==> src/rtl/membus_pkg.sv <==
package membus_pkg;

    typedef enum logic [1:0] {
        ST_IDLE      = 2'd0,
        ST_REF_PULSE = 2'd1,
        ST_REF_TAIL  = 2'd2,
        ST_GRANT     = 2'd3
    } ref_state_e;

endpackage

==> src/rtl/strobe_decode.sv <==
module strobe_decode #(
    parameter int          ADDR_W       = 24,
    parameter logic [23:0] CPU_RAM_BASE = 24'hE00000,
    parameter logic [23:0] DMA_RAM_BASE = 24'h800000
) (
    input  logic [ADDR_W-1:0] addr,
    input  logic              as_n,
    input  logic              uds_n,
    input  logic              lds_n,
    input  logic              rw,
    input  logic              dma_act,
    output logic              rom_req,
    output logic              ram_req,
    output logic              oe_req,
    output logic              uwr_n,
    output logic              lwr_n
);

    localparam logic [ADDR_W-1:0] CPU_BASE = ADDR_W'(CPU_RAM_BASE);
    localparam logic [ADDR_W-1:0] DMA_BASE = ADDR_W'(DMA_RAM_BASE);

    logic in_cpu_ram;
    logic in_dma_ram;

    always_comb begin
        in_cpu_ram = (addr >= CPU_BASE);
        in_dma_ram = (addr >= DMA_BASE);

        // The cartridge window is the whole space under DMA, and below the RAM area otherwise
        rom_req = !as_n && rw && (dma_act || !in_cpu_ram);
        ram_req = !as_n && (dma_act ? in_dma_ram : in_cpu_ram);
        oe_req  = rw && (dma_act || in_cpu_ram);

        uwr_n   = !(!uds_n && !rw);
        lwr_n   = !(!lds_n && !rw);
    end

endmodule

==> src/rtl/refresh_timer.sv <==
module refresh_timer #(
    parameter int PERIOD = 128
) (
    input  logic clk,
    input  logic rst_n,
    input  logic clr,
    output logic pend
);

    localparam int CW = (PERIOD > 1) ? $clog2(PERIOD) : 1;
    localparam logic [CW-1:0] LAST = CW'(PERIOD - 1);

    logic [CW-1:0] cnt;
    logic          wrap;

    assign wrap = (cnt == LAST);

    always_ff @(posedge clk or negedge rst_n) begin
        if (!rst_n) begin
            cnt  <= '0;
            pend <= 1'b0;
        end else begin
            cnt <= wrap ? '0 : cnt + 1'b1;
            if (wrap)
                pend <= 1'b1;
            else if (clr)
                pend <= 1'b0;
        end
    end

    // a raised request is held until a RAM cycle takes it
    a_r7_pend_held: assert property (@(posedge clk) disable iff (!rst_n)
        (pend && !clr) |=> pend);

    // a request is cleared when it is taken
    a_r7_pend_cleared: assert property (@(posedge clk) disable iff (!rst_n)
        (pend && clr && !wrap) |=> !pend);

endmodule

==> src/rtl/refresh_fsm.sv <==
module refresh_fsm
    import membus_pkg::*;
(
    input  logic clk,
    input  logic rst_n,
    input  logic ram_req,
    input  logic pend,
    output logic ref_clr,
    output logic stall,
    output logic pulse,
    output logic cs_allow
);

    ref_state_e state, state_nxt;

    always_ff @(posedge clk or negedge rst_n) begin
        if (!rst_n)
            state <= ST_IDLE;
        else
            state <= state_nxt;
    end

    always_comb begin
        state_nxt = state;
        unique case (state)
            ST_IDLE: begin
                if (ram_req)
                    state_nxt = pend ? ST_REF_PULSE : ST_GRANT;
            end
            ST_REF_PULSE: state_nxt = ST_REF_TAIL;
            ST_REF_TAIL:  state_nxt = ST_GRANT;
            ST_GRANT: begin
                if (!ram_req)
                    state_nxt = ST_IDLE;
            end
            default: state_nxt = ST_IDLE;
        endcase
    end

    always_comb begin
        ref_clr  = 1'b0;
        stall    = 1'b0;
        pulse    = 1'b0;
        cs_allow = 1'b0;
        unique case (state)
            ST_IDLE: begin
                ref_clr  = ram_req && pend;
                stall    = ram_req && pend;
                cs_allow = !pend;
            end
            ST_REF_PULSE: begin
                stall = 1'b1;
                pulse = 1'b1;
            end
            ST_REF_TAIL:  stall = 1'b1;
            ST_GRANT:     cs_allow = 1'b1;
            default: ;
        endcase
    end

    // the pulse clock is always followed by the tail clock
    a_r8_pulse_to_tail: assert property (@(posedge clk) disable iff (!rst_n)
        (state == ST_REF_PULSE) |=> (state == ST_REF_TAIL));

    // the tail clock always ends in a granted cycle
    a_r8_tail_to_grant: assert property (@(posedge clk) disable iff (!rst_n)
        (state == ST_REF_TAIL) |=> (state == ST_GRANT));

endmodule

==> src/rtl/membus_strobe_gen.sv <==
module membus_strobe_gen #(
    parameter int          ADDR_W         = 24,
    parameter int          REFRESH_PERIOD = 128,
    parameter logic [23:0] CPU_RAM_BASE   = 24'hE00000,
    parameter logic [23:0] DMA_RAM_BASE   = 24'h800000
) (
    input  logic              clk,
    input  logic              rst_n,
    input  logic [ADDR_W-1:0] addr,
    input  logic              as_n,
    input  logic              uds_n,
    input  logic              lds_n,
    input  logic              rw,
    input  logic              dma_act,
    output logic              rom_rd_n,
    output logic              ram_cs_n,
    output logic              ram_oe_n,
    output logic              uwr_n,
    output logic              lwr_n,
    output logic              busy
);

    logic rom_req, ram_req, oe_req;
    logic pend, ref_clr, stall, pulse, cs_allow;

    strobe_decode #(
        .ADDR_W      (ADDR_W),
        .CPU_RAM_BASE(CPU_RAM_BASE),
        .DMA_RAM_BASE(DMA_RAM_BASE)
    ) u_dec (
        .addr   (addr),
        .as_n   (as_n),
        .uds_n  (uds_n),
        .lds_n  (lds_n),
        .rw     (rw),
        .dma_act(dma_act),
        .rom_req(rom_req),
        .ram_req(ram_req),
        .oe_req (oe_req),
        .uwr_n  (uwr_n),
        .lwr_n  (lwr_n)
    );

    refresh_timer #(.PERIOD(REFRESH_PERIOD)) u_tmr (
        .clk  (clk),
        .rst_n(rst_n),
        .clr  (ref_clr),
        .pend (pend)
    );

    refresh_fsm u_fsm (
        .clk     (clk),
        .rst_n   (rst_n),
        .ram_req (ram_req),
        .pend    (pend),
        .ref_clr (ref_clr),
        .stall   (stall),
        .pulse   (pulse),
        .cs_allow(cs_allow)
    );

    assign rom_rd_n = !rom_req;
    assign ram_cs_n = !(ram_req && cs_allow);
    assign ram_oe_n = !(pulse || (oe_req && !stall));
    assign busy     = stall;

    // the RAM is never selected during a refresh stall
    a_r9_busy_blocks_cs: assert property (@(posedge clk) disable iff (!rst_n)
        busy |-> ram_cs_n);

    // under CPU control the cartridge and the RAM are never selected together
    a_r2_rom_ram_exclusive: assert property (@(posedge clk) disable iff (!rst_n)
        (!dma_act && !as_n) |-> (rom_rd_n || ram_cs_n));

    // the output enable rises again in the clock after the extra pulse
    a_r8_pulse_single: assert property (@(posedge clk) disable iff (!rst_n)
        (busy && !ram_oe_n) |=> ram_oe_n);

endmodule

==> config.mk <==
export PLATFORM = sky130hd
export DESIGN_NAME = membus_strobe_gen
export DESIGN_NICKNAME = d
export VERILOG_FILES = /design/src/rtl/membus_pkg.sv /design/src/rtl/strobe_decode.sv /design/src/rtl/refresh_timer.sv /design/src/rtl/refresh_fsm.sv /design/src/rtl/membus_strobe_gen.sv
export SDC_FILE = /design/constraint.sdc
export NUM_CORES = 1
export LEC_CHECK = 0
export BUFFER_PORTS_ARGS = -buffer_cell sky130_fd_sc_hd__buf_2
export CORE_UTILIZATION = 28
export CTS_CLUSTER_DIAMETER = 100
export DETAILED_ROUTE_END_ITERATION = 8
export PLACE_DENSITY_LB_ADDON = 0.15
export SYNTH_ARGS = -nofsm -noshare
export SYNTH_HDL_FRONTEND = slang
export SYNTH_SLANG_ARGS = --single-unit
==> constraint.sdc <==
create_clock -name clk -period 3.4 [get_ports clk]
set_clock_uncertainty 0.15 [all_clocks]
set_input_delay 0.34 -clock clk [delete_from_list [all_inputs] [get_ports clk]]
set_output_delay 0.34 -clock clk [all_outputs]
set_load 0.1 [all_outputs]
==> out/metrics.json, run 1 <==
{
  "power_and_ir_drop": {
    "post-layout-total-power_uw": 601,
    "power.ir.vdd_worst_uv": 557,
    "pwr_density_cell_nw_per_um2": 797,
    "p_leak_uw": 0.000370
  },
  "critical_path": {
    "worst_r2r_startpoint": "u_fsm.state[1]",
    "cpLargestDelayFamily": "buffers and inverters",
    "timing.reg2reg.worst_path_depth": 4,
    "worst_setup_path_start": "u_fsm.state[1]",
    "worst_path_max_delay_cell": "buf_2",
    "critPathMaxStageDelay_ns": 0.45,
    "worst-path-max-fanout": 4,
    "startpoint_to_endpoint_class_of_the_critical_path": "register to output port",
    "crit_chain": "inv_1, ha_1, nand2b_1, a41oi_1, buf_2",
    "timing.critical_path.to_type": "output port",
    "cp.required_ns": 2.91,
    "worst_setup_path_start_kind": "register",
    "regToRegEndpoint": "u_fsm.state[1]",
    "critPathArrivalTime_ns": 1.84,
    "rrSetupSlack_ns": 1.87,
    "cp.buffers_inverters": 2
  },
  "finish": {
    "multiInputGateArea_um2": 333,
    "post_synthesis_to_final_layout_area_growth_pct": 25.9,
    "final_cells": 105,
    "filler_cell_count_in_the_final_layout": 207,
    "n_antenna_cell": 0,
    "layout.nets": 117,
    "utilization_pct": 38.0,
    "sequential_cell_area_um2": 250,
    "layout_cells_sized_above_1_pct": 29.5
  },
  "yosys": {
    "synth-compound-area-share_pct": 5.86,
    "yosys.cell_types.count": 20,
    "fraction_of_the_mapped_netlist_area_in_adder_cells_pct": 14.6,
    "yosysWarningCount": 0,
    "synth_xor_xnor_area_share_pct": 7.32,
    "synth_mux_area_share_pct": 6.69,
    "syn_area_um2": 598,
    "netlist.top_cell.by_area": "dfrtp_1",
    "synth_flop_cell": "dfrtp_1",
    "syn_area_per_cell_um2": 10.3,
    "synth_seq_area_share_pct": 41.8,
    "post_synth_inst_count": 58,
    "synth_enable_flop_cells": 0,
    "synth_top_area_share_pct": 41.8,
    "async_set_or_reset_register_ratio_after_synthesis_pct": 100,
    "post_synth_and_or_nand_nor_area_fraction_pct": 21.1,
    "dominant_cells_by_area_after_synthesis": "dfrtp_1 42%, ha_1 15%, mux2i_1 6.7%, nor2_1 4.4%, xnor2_1 4.4%",
    "synth_top_family_by_area": "simple AND/OR/NAND/NOR gates",
    "synth_seq_cells": 10,
    "synth_fp_nets": 96
  },
  "grt": {
    "antenna_found_initial": 0,
    "first_global_vias": 365,
    "grt_first_pass_wirelength_mm": 1.55,
    "grt_max_degree": 11,
    "grt_overflow_total": 0,
    "grt_util_all_layers_pct": 10.4
  },
  "clocking": {
    "clock_insertion_delay_worst_skew_ns": 0.27,
    "max-clock-path-buffers": 2,
    "clk_root_buffer_cell": "clkbuf_4",
    "quantity_of_gates_resized_following_cts": 0,
    "count_of_h_tree_levels_built_during_cts": 1,
    "cts_tree": "done",
    "cts.sink_count": 10,
    "cts-buffers-inserted": 3,
    "worst_setup_hold_path_clk_slew_ns": 0.07
  },
  "floorplan": {
    "dieArea_um2": 2320,
    "die_h_um": 48.2,
    "num_rows": 16,
    "floorplan.initialDensity_pct": 30.2,
    "core_region_area_um2": 1980,
    "io-pin-count": 37,
    "die_x_um": 48.2
  },
  "detailed_routing": {
    "detailroute.via_count": 449,
    "post_drt_wl_per_cell_um": 9.83,
    "drt_pass1_iterations": 3,
    "number_of_drc_violations_after_detailed_routing": 0,
    "totalWireLength_mm": 1.03,
    "vias_per_cell": 4.28,
    "initialDrtViolationCount": 4,
    "route.antenna.remaining_nets": 0
  },
  "sta": {
    "final_min_period_over_clock_period_pct": 68.5,
    "min_period_ns": 2.33,
    "report.final.setup_viol": 0,
    "worstMarginPinSlew_ns": 0.488,
    "maxSlewViolCount": 0,
    "finalHoldViolations": 0,
    "rsz_0062_raised_after_global_routing": "false",
    "timing.setup.tns_ns": 0,
    "fin_ws_ns": 1.07,
    "fmax_mhz": 429,
    "timing.max_slew.rel_slack_pct": 67.7
  },
  "outcome": {
    "outcome": "finished clean"
  },
  "placement": {
    "globalplace.congestion": 0.672,
    "pre_cts_ws_ns": 1.34,
    "dp.cells": 100,
    "detailed_place_hpwl_um": 819,
    "buffers_added_on_ports": 15
  },
  "flow_run": {
    "drv_cap": 0
  },
  "min_path": {
    "hold_path_end": "u_tmr.pend",
    "hold_path_class": "input pin to register",
    "beginning_of_the_worst_hold_path": "as_n",
    "whs_path_depth": 4
  }
}
[worst max path at each step]
stage                           to  cells past startpoint
after floorplan           rom_rd_n                      2
after global placement    ram_oe_n                      6
after detailed placement  ram_oe_n                      6
after CTS                 ram_oe_n                      5
after global routing      ram_oe_n                      5
final                     ram_oe_n                      5
[repair_timing]
action                                 in CTS  in global routing
buffers inserted                            0                  0
hold buffers                                1                  0
endpoints found under the hold margin      10                  0
[per-stage QoR]
stage | hold WS, ns | cell area, um^2
after global routing | 0.309 | 753
after floorplan | -0.106 | 598
after detailed placement | 0.0594 | 707
final | 0.299 | 753
after global placement | 0.0616 | 707
after CTS | 0.299 | 753
[power by group]
part	total, uW	leakage, uW	switching (uW)	internal, uW
clock network	108	0.0000210	42.8	65.0
logic	347	0.000228	261	85.6
registers	146	0.000120	14.0	132
[cell usage after synthesis, types with 2 or more instances]
master	number
dfrtp_1	10
ha_1	7
nor2_1	7
inv_1	4
mux2i_1	4
nand2_1	4
nand3_1	4
xnor2_1	3
nand2b_1	2
or2_2	2
xor2_1	2
[cells in the final DEF (no fill, tap or decap), types with 2 or more instances in the layout]
master | netlist | final
buf_2 | 0 | 15
dfrtp_1 | 10 | 10
nor2_1 | 7 | 7
ha_1 | 7 | 7
nand2_1 | 4 | 4
inv_1 | 4 | 4
nand3_1 | 4 | 4
mux2i_1 | 4 | 4
xnor2_1 | 3 | 3
clkbuf_4 | 0 | 3
nand2b_1 | 2 | 2
xor2_1 | 2 | 2
or2_2 | 2 | 2
[cells by family (layout without fill, tap and decap cells)]
| kind of cell | after synthesis | count (layout) |
|---|---|---|
| simple gates | 23 | 23 |
| fa+ha+maj | 7 | 7 |
| mux | 4 | 4 |
| flops | 10 | 10 |
| buf+inv | 4 | 24 |
| xor+xnor | 5 | 5 |
| compound gates | 5 | 5 |
[state kept, by name, indices dropped and copies added (netlist names)]
| signal | cells |
|---|---|
| u_tmr.pend | 1 |
| u_fsm.state | 2 |
| u_tmr.cnt | 7 |
[worst reg2reg max path, cell delays in order (launching register included)]
cell and delay (ns):
dfrtp_1 0.41, inv_1 0.11, ha_1 0.24, mux2i_1 0.26, mux2i_1 0.27
[layer usage]
metal / GRT usage, % / wire, um
met5: 0 / 0
met4: 1.67 / 0
met3: 7.78 / 99
met2: 16.0 / 438
met1: 11.9 / 495
[final cells by class]
| cell class | instances | share of cell area [%] |
|---|---|---|
| Clock buffer | 4 | 4.82 |
| Tap cell | 27 | 4.49 |
| Timing Repair Buffer | 16 | 11.3 |
| Inverter | 4 | 1.99 |
| Multi-Input combinational cell | 44 | 44.2 |
| Sequential cell | 10 | 33.2 |
Power figures use the tool's default switching activity.
==> run 2, diff against run 1 <==
Clock period 3.4 ns to 2.38 ns, I/O delays scaled along.
==> out/metrics.json, run 2 (synthesis gave the netlist of run 1 again) <==
{
  "grt": {
    "grt_overflow_total": {"value": 0, "change": "unchanged"},
    "grt_util_all_layers": {"value": 9.51, "unit": "%", "change": "-0.94 points"},
    "grt_first_pass_wirelength": {"value": 1.51, "unit": "mm", "change": "-2.2%"},
    "antenna_found_initial": {"value": 0, "change": "unchanged"},
    "first_global_vias": {"value": 379, "change": "+3.8%"},
    "grt_max_degree": {"value": 11, "change": "unchanged"}
  },
  "min_path": {
    "hold_path_class": "input pin to register",
    "hold_path_end": "u_tmr.pend",
    "beginning_of_the_worst_hold_path": "as_n",
    "whs_path_depth": {"value": 4, "change": "unchanged"}
  },
  "finish": {
    "top_register": "u_tmr.cnt",
    "utilization": {"value": 37.7, "unit": "%", "change": "-0.32 points"},
    "postLayoutCellArea": {"value": 747, "unit": "um^2", "change": "-0.83%"},
    "n_antenna_cell": {"value": 0, "change": "unchanged"},
    "post_synthesis_to_final_layout_area_growth_pct": 24.9,
    "biggestRegsByFlops": "u_tmr.cnt x7, u_fsm.state x2, u_tmr.pend x1",
    "largest_reg_flops": {"value": 7, "change": "unchanged"},
    "leading_cell_type_in_the_layout_fill_and_taps_excluded": "buf_2",
    "layout.nets": {"value": 117, "change": "unchanged"},
    "layout_cells_sized_above_1": {"value": 29.9, "unit": "%", "change": "+0.38 points"},
    "sequential_cell_area": {"value": 250, "unit": "um^2", "change": "unchanged"},
    "most-common-layout-cells": "15 x buf_2, 10 x dfrtp_1, 7 x nor2_1, 7 x ha_1",
    "final_cells": {"value": 104, "change": "-0.95%"},
    "multiInputGateArea": {"value": 340, "unit": "um^2", "change": "+2.3%"},
    "filler_cell_count_in_the_final_layout": {"value": 202, "change": "-2.4%"}
  },
  "critical_path": {
    "timing.critical_path.to_type": "output port",
    "worst_setup_path_start_kind": "register",
    "crit_chain": "inv_1, ha_1, nand2b_1, a41oi_2, buf_2",
    "regToRegEndpoint": "u_fsm.state[0]",
    "rrSetupSlack": {"value": 0.88, "unit": "ns", "change": "-0.99 ns"},
    "worst_path_max_delay_cell": "buf_2",
    "worst_setup_path_start": "u_fsm.state[0]",
    "startpoint_to_endpoint_class_of_the_critical_path": "register to output port",
    "critPathMaxStageDelay": {"value": 0.44, "unit": "ns", "change": "about the same"},
    "timing.reg2reg.worst_path_depth": {"value": 4, "change": "unchanged"},
    "cpLargestDelayFamily": "buffers and inverters",
    "worst-path-max-fanout": {"value": 4, "change": "unchanged"},
    "cp.required": {"value": 1.99, "unit": "ns", "change": "-0.92 ns"},
    "cp.buffers_inverters": {"value": 2, "change": "unchanged"},
    "worst_r2r_startpoint": "u_fsm.state[0]",
    "critPathArrivalTime": {"value": 1.81, "unit": "ns", "change": "-0.03 ns"}
  },
  "floorplan": {
    "die_h": {"value": 48.2, "unit": "um", "change": "unchanged"},
    "core_region_area": {"value": 1980, "unit": "um^2", "change": "unchanged"},
    "num_rows": {"value": 16, "change": "unchanged"},
    "io-pin-count": {"value": 37, "change": "unchanged"},
    "floorplan.initialDensity": {"value": 30.2, "unit": "%", "change": "unchanged"},
    "dieArea": {"value": 2320, "unit": "um^2", "change": "unchanged"},
    "die_x": {"value": 48.2, "unit": "um", "change": "unchanged"}
  },
  "detailed_routing": {
    "vias_per_cell": {"value": 4.41, "change": "+3.2%"},
    "post_drt_wl_per_cell": {"value": 9.67, "unit": "um", "change": "-1.6%"},
    "wl_met1": {"value": 492, "unit": "um", "change": "-0.61%"},
    "wl_met3": {"value": 73, "unit": "um", "change": "-26%"},
    "detailroute.via_count": {"value": 459, "change": "+2.2%"},
    "top_layer_used": "met4",
    "length_of_routed_met2_wiring": {"value": 421, "unit": "um", "change": "-3.9%"},
    "number_of_drc_violations_after_detailed_routing": {"value": 0, "change": "unchanged"},
    "route.antenna.remaining_nets": {"value": 0, "change": "unchanged"},
    "initialDrtViolationCount": {"value": 2, "change": "-2"},
    "drt_pass1_iterations": {"value": 4, "change": "+1"},
    "totalWireLength": {"value": 1.01, "unit": "mm", "change": "-2.5%"}
  },
  "sta": {
    "finalHoldViolations": {"value": 0, "change": "unchanged"},
    "maxSlewViolCount": {"value": 0, "change": "unchanged"},
    "fmax_mhz": 456,
    "report.final.setup_viol": {"value": 0, "change": "unchanged"},
    "rsz_0062_raised_after_global_routing": "false",
    "final_min_period_over_clock_period_pct": 92.2,
    "timing.setup.tns": {"value": 0, "unit": "ns", "change": "unchanged"},
    "min_period_ns": 2.20,
    "timing.max_slew.rel_slack": {"value": 67.9, "unit": "%", "change": "+0.20 points"},
    "worstMarginPinSlew": {"value": 0.485, "unit": "ns", "change": "-0.00298 ns"}
  },
  "power_and_ir_drop": {
    "switching_power": {"value": 444, "unit": "uW", "change": "+40%"},
    "p_leak": {"value": 0.000363, "unit": "uW", "change": "-1.8%"},
    "p_comb_share": {"value": 61.2, "unit": "%", "change": "+3.5 points"},
    "pwr_density_cell": {"value": 1090, "unit": "nW/um^2", "change": "+37%"},
    "proportion_of_power_drawn_by_flip_flops_and_latches": {"value": 25.6, "unit": "%", "change": "+1.2 points"},
    "power.ir.vdd_worst": {"value": 717, "unit": "uV", "change": "+29%"},
    "power.switching_fraction": {"value": 54.3, "unit": "%", "change": "+1.4 points"},
    "clkPwrFrac": {"value": 13.2, "unit": "%", "change": "-4.8 points"},
    "power.internal": {"value": 373, "unit": "uW", "change": "+32%"}
  },
  "clocking": {
    "cts-buffers-inserted": {"value": 3, "change": "unchanged"},
    "cts_tree": "done",
    "max-clock-path-buffers": {"value": 2, "change": "unchanged"},
    "count_of_h_tree_levels_built_during_cts": {"value": 1, "change": "unchanged"},
    "cts.sink_count": {"value": 10, "change": "unchanged"},
    "clock_insertion_delay_worst_skew": {"value": 0.26, "unit": "ns", "change": "about the same"},
    "post-cts-setup-buffer-count": {"value": 0, "change": "unchanged"},
    "clk_root_buffer_cell": "clkbuf_4",
    "worst_setup_hold_path_clk_slew": {"value": 0.06, "unit": "ns", "change": "about the same"}
  },
  "placement": {
    "placement.cell_area": {"value": 714, "unit": "um^2", "change": "+1.1%"},
    "detailed_place_hpwl": {"value": 807, "unit": "um", "change": "-1.5%"},
    "buffers_added_on_ports": {"value": 15, "change": "unchanged"},
    "globalplace.congestion": {"value": 0.662, "change": "-1.5%"},
    "dp.cells": {"value": 100, "change": "unchanged"}
  },
  "flow_run": {
    "drv_cap": {"value": 0, "change": "unchanged"}
  },
  "outcome": {
    "outcome": "finished clean"
  }
}
-- run 2: cell count changes in the layout (fill, tap and decap cells not counted), sizes merged --
| cell | previous run | this run |
|---|---|---|
| clkbuf | 4 | 3 |
-- run 2: area by class of cell --
type / count / share of cell area, %
clock buffer: 3 / 3.02
sequential: 10 / 33.5
inverter: 4 / 2.01
multi-input combinational: 44 / 45.6
tap: 27 / 4.52
timing repair buffer: 16 / 11.4
-- run 2: worst reg2reg max path, stage by stage, from the launching register on --
cell	delay (ns)
dfrtp_1	0.40
inv_1	0.11
ha_1	0.25
mux2i_1	0.27
mux2i_1	0.24
-- run 2: metrics by stage --
stage / worst slack (ns) / hold slack, ns / power [uW]
detailed placement: 0.450 / -0.0413 / 715
CTS: 0.160 / 0.206 / 827
floorplan: 0.180 / -0.208 / 633
global placement: 0.454 / -0.0414 / 711
global route: 0.0419 / 0.240 / 882
finish: 0.185 / 0.213 / 817
-- run 2: timing repair --
| item | in CTS | in global routing |
|---|---|---|
| endpoints found under the hold margin | 10 | 0 |
| hold buffers | 1 | 0 |
| gates resized for setup | 0 | 0 |
| endpoints found under the setup margin | 0 | 0 |
-- run 2: worst max-delay path by stage --
stage          cells past startpoint  slack [ns]  endpoint
3_3_place_gp                       5        0.45  ram_oe_n
3_5_place_dp                       5        0.45  ram_oe_n
2_1_floorplan                      4        0.18  ram_oe_n
5_1_grt                            5        0.04  ram_oe_n
6_report                           5        0.18  ram_oe_n
4_1_cts                            5        0.16  ram_oe_n
-- run 2: layer usage --
| metal | vias up | global-route usage (%) |
|---|---|---|
| met3 | 2 | 2.22 |
| met4 | 0 | 5.00 |
| li1 | 233 | - |
| met5 | - | 0 |
| met1 | 208 | 12.5 |
| met2 | 16 | 14.4 |
-- run 2: power by group through the flow --
stage	sequential [uW]	combinational [uW]	clock [uW]
2_1_floorplan	207	425	0
3_3_place_gp	213	498	0
3_5_place_dp	213	502	0
4_1_cts	210	505	113
5_1_grt	212	548	122
6_report	209	500	108
